## src/rtl/mux_bus_seq.sv

```systemverilog
module mux_bus_seq #(
  parameter int AW   = 16,
  parameter int NWIN = 4,
  localparam int WW  = (NWIN > 1) ? $clog2(NWIN) : 1
) (
  input  logic          clk,
  input  logic          rst_n,
  input  logic          cfg_we,
  input  logic [WW-1:0] cfg_win,
  input  logic          cfg_alelong,
  input  logic          req,
  input  logic          req_wr,
  input  logic [WW-1:0] req_win,
  input  logic [AW-1:0] req_addr,
  input  logic [AW-1:0] req_wdata,
  output logic          busy,
  output logic          done,
  output logic [AW-1:0] rdata,
  output logic          ale,
  output logic          rd_n,
  output logic          wr_n,
  output logic [AW-1:0] bus_o,
  output logic          bus_oe,
  input  logic [AW-1:0] bus_i
);

  typedef enum logic [2:0] {S_IDLE, S_ADDR, S_HOLD, S_STRB, S_RECV} st_t;

  st_t           st;
  logic [1:0]    cnt;
  logic          str, wr;
  logic [AW-1:0] addr, wdat;
  logic [NWIN-1:0] alelong;

  wire [1:0] last_idx = ((st == S_ADDR || st == S_HOLD) && str) ? 2'd2 : 2'd1;
  wire       last     = (cnt == last_idx);

  always_ff @(posedge clk or negedge rst_n)
    if (!rst_n)      alelong <= NWIN'(1);
    else if (cfg_we) alelong[cfg_win] <= cfg_alelong;

  always_ff @(posedge clk or negedge rst_n) begin
    if (!rst_n) begin
      st <= S_IDLE; cnt <= '0; str <= 1'b0; wr <= 1'b0;
      addr <= '0; wdat <= '0; rdata <= '0; done <= 1'b0;
    end else begin
      done <= 1'b0;
      if (st == S_IDLE) begin
        if (req) begin
          st   <= S_ADDR;
          cnt  <= '0;
          str  <= alelong[req_win];
          wr   <= req_wr;
          addr <= req_addr;
          wdat <= req_wdata;
        end
      end else if (!last) begin
        cnt <= cnt + 2'd1;
      end else begin
        cnt <= '0;
        case (st)
          S_ADDR: st <= S_HOLD;
          S_HOLD: st <= S_STRB;
          S_STRB: begin
            st <= S_RECV;
            if (!wr) rdata <= bus_i;
          end
          default: begin
            st   <= S_IDLE;
            done <= 1'b1;
          end
        endcase
      end
    end
  end

  assign busy   = (st != S_IDLE);
  assign ale    = (st == S_ADDR);
  assign rd_n   = !(st == S_STRB && !wr);
  assign wr_n   = !(st == S_STRB && wr);
  assign bus_oe = (st == S_ADDR) || (st == S_HOLD) ||
                  (wr && (st == S_STRB || (st == S_RECV && cnt == 2'd0)));
  assign bus_o  = (st == S_ADDR || st == S_HOLD) ? addr : wdat;

  assert_strobe_excl_R10: assert property (@(posedge clk) disable iff (!rst_n)
    !(ale && (!rd_n || !wr_n)) && !(!rd_n && !wr_n));

  assert_ale_len_R4: assert property (@(posedge clk) disable iff (!rst_n)
    $fell(ale) |-> ($past(ale, 2) && ($past(ale, 3) == str)));

  assert_read_release_R6: assert property (@(posedge clk) disable iff (!rst_n)
    !rd_n |-> !bus_oe);

  assert_write_tail_R7: assert property (@(posedge clk) disable iff (!rst_n)
    $rose(wr_n) |-> bus_oe);

  assert_done_end_R8: assert property (@(posedge clk) disable iff (!rst_n)
    done |-> ($past(busy) && !busy));

  assert_accept_idle_R9: assert property (@(posedge clk) disable iff (!rst_n)
    $rose(ale) |-> !$past(busy));

endmodule

```

## config.mk

```make
export PLATFORM = sky130hd
export DESIGN_NAME = mux_bus_seq
export DESIGN_NICKNAME = d
export VERILOG_FILES = /design/src/rtl/mux_bus_seq.sv
export SDC_FILE = /design/constraint.sdc
export NUM_CORES = 1
export LEC_CHECK = 0
export BUFFER_PORTS_ARGS = -buffer_cell sky130_fd_sc_hd__buf_2
export CAP_MARGIN = 10
export CORE_MARGIN = 1.5
export CORE_UTILIZATION = 40
export DETAILED_ROUTE_END_ITERATION = 7
export PLACE_DENSITY = 0.7
export SYNTH_ARGS = -nofsm -noshare
export SYNTH_HDL_FRONTEND = slang
export SYNTH_SLANG_ARGS = --single-unit
```

## constraint.sdc

```tcl
create_clock -name clk -period 2.4 [get_ports clk]
set_clock_uncertainty 0.2 [all_clocks]
set_input_delay 0 -clock clk [delete_from_list [all_inputs] [get_ports clk]]
set_output_delay 0 -clock clk [all_outputs]
set_load 0.01 [all_outputs]
```

==> results of run 1 <==
synth_stat cells, drive strengths merged:
| master | instances | area, um^2 |
|---|---|---|
| a211o | 1 | 8.76 |
| a311oi | 1 | 8.76 |
| a31o | 1 | 8.76 |
| and2 | 2 | 12.5 |
| buf | 7 | 56.3 |
| clkbuf | 1 | 3.75 |
| dfrtp | 59 | 1480 |
| dfstp | 1 | 26.3 |
| ha | 1 | 12.5 |
| inv | 7 | 26.3 |
| mux2 | 71 | 837 |
| mux4 | 1 | 22.5 |
| nand2 | 4 | 17.5 |
| nand3 | 2 | 10.0 |
| nand3b | 1 | 7.51 |
| nor2 | 5 | 18.8 |
| nor3 | 2 | 10.0 |
| nor3b | 1 | 7.51 |
| o211ai | 1 | 7.51 |
| o21ai | 1 | 5.00 |
| o22ai | 2 | 12.5 |
| o311a | 1 | 10.0 |
| o31ai | 1 | 7.51 |
| o32ai | 1 | 8.76 |
| or2 | 1 | 6.26 |
| or3 | 3 | 23.8 |
| xnor2 | 1 | 8.76 |
flip-flops by register name (all words and copies together) (netlist names):
register	flops
addr	16
wdat	16
st	3
str	1
cnt	2
done	1
wr	1
rdata	16
alelong	4
power breakdown:
part           switching, mW  internal (mW)  total [mW]  leakage (nW)
Clock                  0.388          0.496       0.883        0.0979
Combinational           1.01           1.33        2.34          1.10
Sequential             0.277           1.51        1.78         0.712
cell usage in the layout, fill, tap and decap left out, types with 2 or more instances in the layout:
| cell type | count |
|---|---|
| buf_2 | 95 |
| mux2_2 | 61 |
| dlygate4sd3_1 | 60 |
| dfrtp_1 | 59 |
| mux2_4 | 10 |
| clkbuf_8 | 10 |
| inv_1 | 7 |
| nor2_1 | 5 |
| nand2_1 | 3 |
| clkinv_2 | 3 |
| buf_4 | 3 |
| nor3_1 | 2 |
| nand3_1 | 2 |
| o22ai_1 | 2 |
| and2_1 | 2 |
| or3_1 | 2 |
| buf_12 | 2 |
per-layer routing:
layer | wire length, um | global-route usage | up-vias
li1 | - | - | 967
met1 | 2500 | 0.209 | 968
met2 | 3020 | 0.291 | 61
met3 | 296 | 0.0659 | 11
met4 | 140 | 0.0704 | 0
met5 | 0 | 0 | -
metrics by stage:
| stage | setup slack, ns | util | total power, mW |
|---|---|---|---|
| floorplan | 0.359 | - | 3.30 |
| global placement | 0.383 | 0.507 | 4.00 |
| detailed placement | 0.357 | 0.507 | 4.06 |
| CTS | 0.261 | 0.630 | 5.05 |
| global route | 0.147 | 0.630 | 5.35 |
| finish | 0.273 | 0.630 | 5.01 |
kinds of logic after synthesis:
kind of cell	after synthesis	synth area share
DFF	60	0.565
and+or+nand+nor	21	0.0428
adders and majority gates	1	0.00470
xor gates and xnor gates	1	0.00329
buffers and inverters	15	0.0324
muxes	72	0.323
AOI/OAI and AO/OA	10	0.0292
critical path, delay by kind of cell (launching register included):
family	cells	cell delay, ns
xor gates and xnor gates	1	0.17
buffers and inverters	2	0.43
DFF	1	0.44
muxes	1	0.37
and+or+nand+nor	1	0.17
final cells by class:
cell class                      instances  area share
Clock buffer                           10      0.0342
Clock inverter                          5      0.0131
Inverter                                7     0.00653
Multi-Input combinational cell        105       0.266
Sequential cell                        60       0.373
Tap cell                               77      0.0239
Timing Repair Buffer                  160       0.283
path summary, 6_finish.rpt:
check,start,endpoint,slack (ns),cells after the start
min reg2reg,rdata[15],rdata[15],0.30,1
max reg2reg,st[0],addr[12],0.35,5
min in group clk,req_wdata[1],wdat[1],0.22,3
max in group asynchronous,rst_n,addr[5],1.34,3
min,rst_n,rdata[8],0.06,2
max,st[1],bus_o[0],0.27,5
what timing repair did:
action                     CTS  global route
setup endpoints to repair    0             0
hold endpoints to repair   117             0
hold buffers                60             0
==> impl_metrics.toml, run 1 <==
[floorplanning]
initial_core_util = 0.417
dieHeight_um = 84.6
io-pin-count = 96
die_area_um2 = 7150
die_w_um = 84.6
num_rows = 29
core-area_um2 = 6390

[global_route]
grt_max_degree = 35
grt_pass1_vias = 2078
antenna_found_initial = 0
grt_usage = 0.177
grt_overflow = 0
grt_pass1_wl_um = 9720

[detailed_routing]
drtAntennaViolNets = 0
routed_wl_um = 5960
viasPerCell = 4.73
drc = 0
routedWlPerCell_um = 14.1
drt_iter0_markers = 63
first_pass_iters = 4
via_count = 2007

[synth]
yosys_warnings = 0
synthCells = 180
synth_seq_cells = 60
syn_nets = 239
syn_area_um2 = 2660
syn_avg_cell_area_um2 = 14.8
ys_types = 32
yosysSeqAreaShare = 0.565

[placed_design]
dp_hpwl_um = 3740
io_buffer_count = 95
numPlacedInstances = 349
postPlaceCellArea_um2 = 3240
globalplace.congestion = 0.758

[outcome]
status = "complete, no violations"

[setup_path]
critPathCaptureType = "output port"
path_class = "reg -> out"
critPathMaxFanout = 16
cpPeakStageDelay_ns = 0.44
cpMaxStageDelayCell = "dfrtp_1"
cp.arrival_ns = 1.93
cp_cell_sequence = "xnor2_1, nor2_1, buf_4, mux2_2, buf_2"
critPathRequiredTime_ns = 2.20
start_kind = "flop"

[clocking]
cts_tree = "done"
clock_latency_ns = 0.33
numClockSinks = 60
clkTransAtPathRegs_ns = 0.06
htreeDepth = 3
root_buffer = "clkbuf_8"
cts_made_buffers = 9
cts_resized = 0
post_cts_buffers = 0
cts.path.max_buffers = 2

[worst_hold_path]
hp-class = "in -> async"

[final_layout]
fill_cells = 504
stdcell_area_um2 = 4030
regArea_um2 = 1500
num_antenna_cells = 0
multi_input_area_um2 = 1070
area_growth_pct = 51.3
final_layout_size_suffix_gt1_frac = 0.553
stdcell_count = 424
nets = 402

[timing]
timing.final.crit_period_ns = 2.13
rsz0062_at_grt = "no"
setup_tns_ns = 0
finalCritPeriodShare = 0.886
worstMarginPinSlew_ns = 0.673
max_freq_mhz = 470
setup_viol = 0
holdWs_ns = 0.0551
slew_violations = 0
maxSlewHeadroom = 0.551
final-hold-violation-count = 0

[job]
drv_cap = 0

[power]
leakage_nw = 1.91
power.density_nw_per_um2 = 1240
irDropWorstVdd_mv = 0.773
Power figures use the tool's default switching activity.
==> run 2, diff against run 1 <==
BUFFER_PORTS_ARGS = -buffer_cell sky130_fd_sc_hd__clkbuf_2   (was -buffer_cell sky130_fd_sc_hd__buf_2)
==> run 2 against run 1 <==
First-iteration DRC count fell by 17%. Hold slack worse by 0.046 ns. Final cell count is 0.24% higher. Via count rose by 1.4%. Wire length is 2.3% higher. Clock power increased by 21%. Global-route usage rose by 0.62 points. Sequential power about the same. Largest power group unchanged. Highest routed layer unchanged.
==> impl_metrics.toml, run 2 (synthesis gave the netlist of run 1 again) <==
[placed_design]
numPlacedInstances = 349
io_buffer_count = 95
postPlaceCellArea_um2 = 3240
dp_hpwl_um = 3560
pre_cts_ws_ns = 0.354
globalplace.congestion = 0.750

[power]
pwr-share-comb = 0.455
leakage_nw = 1.95
pwr-share-clk = 0.204
power.density_nw_per_um2 = 1280
switching_share = 0.328
p_int_mw = 3.51
irDropWorstVdd_mv = 0.912
power_frac_seq = 0.341
switchingPower_mw = 1.72
finalPower_mw = 5.22

[detailed_routing]
routed_wl_um = 6100
drc = 0
routedWlPerCell_um = 14.3
drtAntennaViolNets = 0
via_count = 2035
viasPerCell = 4.79
drt_iter0_markers = 52
first_pass_iters = 6

[final_layout]
final_cell_mix = "95 x clkbuf_2, 61 x mux2_2, 60 x dlygate4sd3_1"
largestRegisters = "addr: 16 flops, rdata: 16 flops, wdat: 16 flops"
area_growth_pct = 53.0
final_common_cell = "clkbuf_2"
num_antenna_cells = 0
final_layout_size_suffix_gt1_frac = 0.552
final_util = 0.638
stdcell_count = 425
nets = 402
stdcell_area_um2 = 4070

[global_route]
antenna_found_initial = 0
grt_pass1_vias = 2149
grt_pass1_wl_um = 10100
grt_overflow = 0
grt_max_degree = 61
grt_usage = 0.183

[setup_path]
cpMaxStageDelayCell = "dfrtp_1"
path_class = "reg -> out"
cp.arrival_ns = 1.93
timing.rr.end = "rdata[10]"
critPathTopFamily = "flip-flops"
critPathCaptureType = "output port"
r2r_start = "st[1]"
reg2reg_slack_ns = 0.35
reg2regPathDepth = 5
critPathLaunch = "st[1]"
critPathRequiredTime_ns = 2.20
critPathMaxFanout = 16
start_kind = "flop"
cp_cell_sequence = "xnor2_1, nor2_1, buf_4, mux2_2, clkbuf_2"
cpPeakStageDelay_ns = 0.44
path_buf_inv = 2

[outcome]
status = "complete, no violations"

[clocking]
clkTransAtPathRegs_ns = 0.07
cts_tree = "done"
clock_latency_ns = 0.33
cts_resized = 0
cts.path.max_buffers = 2
root_buffer = "clkbuf_8"
cts_made_buffers = 9
numClockSinks = 60
htreeDepth = 3

[timing]
worstMarginPinSlew_ns = 0.328
setup_viol = 0
timing.final.crit_period_ns = 2.13
rsz0062_at_grt = "no"
setup_tns_ns = 0
max_freq_mhz = 469
maxSlewHeadroom = 0.781
finalCritPeriodShare = 0.889
slew_violations = 0
final-hold-violation-count = 0
setup_ws_ns = 0.266
holdWs_ns = 0.00863

[floorplanning]
io-pin-count = 96
num_rows = 29
dieHeight_um = 84.6
initial_core_util = 0.417
die_w_um = 84.6
die_area_um2 = 7150
core-area_um2 = 6390

[worst_hold_path]
hp-class = "in -> async"

[job]
drv_cap = 0
==> run 2: cell count changes in the layout (fill, tap and decap cells not counted), sizes merged <==
| cell | delta |
|---|---|
| buf | -95 |
| bufinv | +1 |
| clkbuf | +98 |
| clkinv | -3 |
==> run 2: how the worst max path moves through the flow <==
stage           endpoint  slack [ns]  depth (start not counted)
2_1_floorplan  rdata[10]        0.36                          6
3_3_place_gp    rdata[1]        0.38                          5
3_5_place_dp   rdata[10]        0.35                          5
4_1_cts         bus_o[5]        0.25                          5
5_1_grt        bus_o[14]        0.13                          5
6_report       bus_o[14]        0.27                          5
==> run 2: what timing repair did <==
action / in CTS / in global routing
hold endpoints to repair: 117 / 0
hold buffers: 60 / 0
setup buffers: 0 / 0
==> run 2: power groups by stage <==
stage | clock network (mW) | registers [mW] | logic (mW)
after floorplan | 0 | 1.80 | 1.50
after global placement | 0 | 1.77 | 2.24
after detailed placement | 0 | 1.79 | 2.29
final | 1.07 | 1.78 | 2.37
after global routing | 1.14 | 1.85 | 2.58
after CTS | 1.10 | 1.78 | 2.38
==> run 2: cell type report <==
class / count / area, um^2
well taps: 77 / 96.3
inverters: 7 / 26.3
flip-flops and latches: 60 / 1500
clock inverters: 3 / 67.6
repair buffers: 160 / 1140
clock buffers: 13 / 169
fillers: 505 / 2310
multi-input cells: 105 / 1070
==> run 2: per-layer routing <==
layer,up-vias,track usage,part of all wire
met4,0,0.0748,0.033
met5,-,0,0
met1,976,0.198,0.40
met3,16,0.0737,0.056
li1,974,-,-
met2,69,0.318,0.52
==> run 2: tightest hold or removal path, stage by stage <==
cell,delay [ns]
dlygate4sd3_1,0.53
clkbuf_2,0.13
buf_12,0.28
==> run 3, diff against run 2 <==
RECOVER_POWER = 25   (was not set)
==> run 3 against run 2 <==
Combinational power barely moved. Via count is the same. Critical path depth unchanged. Global-route usage did not move. Sequential share of layout area is 0.14 points higher. Clock-buffer cell count is the same. Fmax unchanged. Final cell count unchanged. Die area is the same. Hold slack improved by 0.22 ns.
==> impl_metrics.toml, run 3 (synthesis gave the netlist of run 1 again) <==
[power]
p_int_mw = 3.50
irDropWorstVdd_mv = 0.911
power.density_nw_per_um2 = 1290
pwr-share-clk = 0.204
pwr-share-comb = 0.454
leakage_nw = 1.94
switching_share = 0.329
switchingPower_mw = 1.72
finalPower_mw = 5.22
power_frac_seq = 0.341

[timing]
worstMarginPinSlew_ns = 1.48
setup_viol = 0
max_freq_mhz = 469
rsz0062_at_grt = "no"
slew_violations = 0
holdWs_ns = 0.228
setup_tns_ns = 0
setup_ws_ns = 0.266
timing.final.crit_period_ns = 2.13
finalCritPeriodShare = 0.889
maxSlewHeadroom = 0.0122
final-hold-violation-count = 0

[setup_path]
path_buf_inv = 2
reg2reg_slack_ns = 0.35
cpPeakStageDelay_ns = 0.44
critPathCaptureType = "output port"
cpMaxStageDelayCell = "dfrtp_1"
start_kind = "flop"
reg2regPathDepth = 5
timing.rr.end = "rdata[10]"
cp_num_cells = 5
cp.arrival_ns = 1.93
r2r_start = "st[1]"
critPathLaunch = "st[1]"
critPathMaxFanout = 16
cp-endpoint = "bus_o[14]"
path_class = "reg -> out"
critPathTopFamily = "flip-flops"
cp_cell_sequence = "xnor2_1, nor2_1, buf_4, mux2_2, clkbuf_2"
critPathRequiredTime_ns = 2.20

[clocking]
cts_resized = 0
cts_made_buffers = 9
clock_latency_ns = 0.33
numClockSinks = 60
htreeDepth = 3
cts.path.max_buffers = 2
cts_tree = "done"
clkTransAtPathRegs_ns = 0.07
root_buffer = "clkbuf_8"
post_cts_buffers = 0

[placed_design]
io_buffer_count = 95
globalplace.congestion = 0.750
pre_cts_ws_ns = 0.354
dp_hpwl_um = 3560

[final_layout]
final_layout_size_suffix_gt1_frac = 0.552
num_antenna_cells = 0
final_util = 0.635
area_growth_pct = 52.5
nets = 402
largestRegisters = "addr: 16 flops, rdata: 16 flops, wdat: 16 flops"
final_cell_mix = "96 x clkbuf_2, 61 x mux2_2, 60 x dlygate4sd3_1"
final_common_cell = "clkbuf_2"

[floorplanning]
initial_core_util = 0.417
die_w_um = 84.6
dieHeight_um = 84.6
core-area_um2 = 6390
io-pin-count = 96
die_area_um2 = 7150
num_rows = 29

[detailed_routing]
viasPerCell = 4.79
via_count = 2035
drc = 0
first_pass_iters = 6
routedWlPerCell_um = 14.4
routed_wl_um = 6100
drt_iter0_markers = 52
drtAntennaViolNets = 0

[global_route]
grt_usage = 0.183
antenna_found_initial = 0
grt_overflow = 0
grt_pass1_wl_um = 10100
grt_max_degree = 61
grt_pass1_vias = 2149

[worst_hold_path]
hp-class = "in -> reg"
min_from = "req_wdata[0]"

[job]
drv_cap = 0

[outcome]
status = "complete, no violations"
## run 3: worst min path at each step
stage                     to  slack, ns  cells past startpoint
detailed placement  rdata[5]      -0.15                      2
global route         addr[9]       0.21                      3
CTS                 rdata[5]       0.03                      3
floorplan            addr[0]      -0.50                      0
finish               wdat[0]       0.23                      3
global placement    rdata[5]      -0.16                      2
## run 3: layer usage
metal | vias to the layer above | share of wire | routed length [um] | GRT usage
met3 | 16 | 0.056 | 344 | 0.0737
met1 | 976 | 0.40 | 2410 | 0.198
met2 | 69 | 0.52 | 3140 | 0.318
met5 | - | 0 | 0 | 0
li1 | 974 | - | - | -
met4 | 0 | 0.033 | 199 | 0.0748
## run 3: worst register-to-register path: stages, from the launching register on
cell     delay, ns
dfrtp_1       0.44
nand2_2       0.10
or3_4         0.33
or3_1         0.31
buf_4         0.22
mux2_4        0.33
## run 3: what timing repair did
item                                    CTS  global route
endpoints found under the setup margin    0             0
hold endpoints to repair                117             0
hold buffers                             60             0
## run 3: cell type report
type | count | area [um^2]
fill | 507 | 2330
sequential | 60 | 1500
timing repair buffer | 160 | 1120
multi-input combinational | 105 | 1070
clock buffer | 13 | 169
tap | 77 | 96.3
clock inverter | 3 | 67.6
inverter | 7 | 26.3
## run 3: metrics by stage
step | area, um^2 | std cells
detailed placement | 3240 | 349
global placement | 3240 | 349
global route | 4060 | 425
CTS | 4070 | 425
floorplan | 2660 | 180
finish | 4060 | 425
## run 3: power by group through the flow
stage                     logic, mW  registers [mW]  clock network (mW)
after floorplan                1.50            1.80                   0
after global placement         2.24            1.77                   0
after detailed placement       2.29            1.79                   0
after CTS                      2.38            1.78                1.10
after global routing           2.58            1.85                1.14
final                          2.37            1.78                1.07
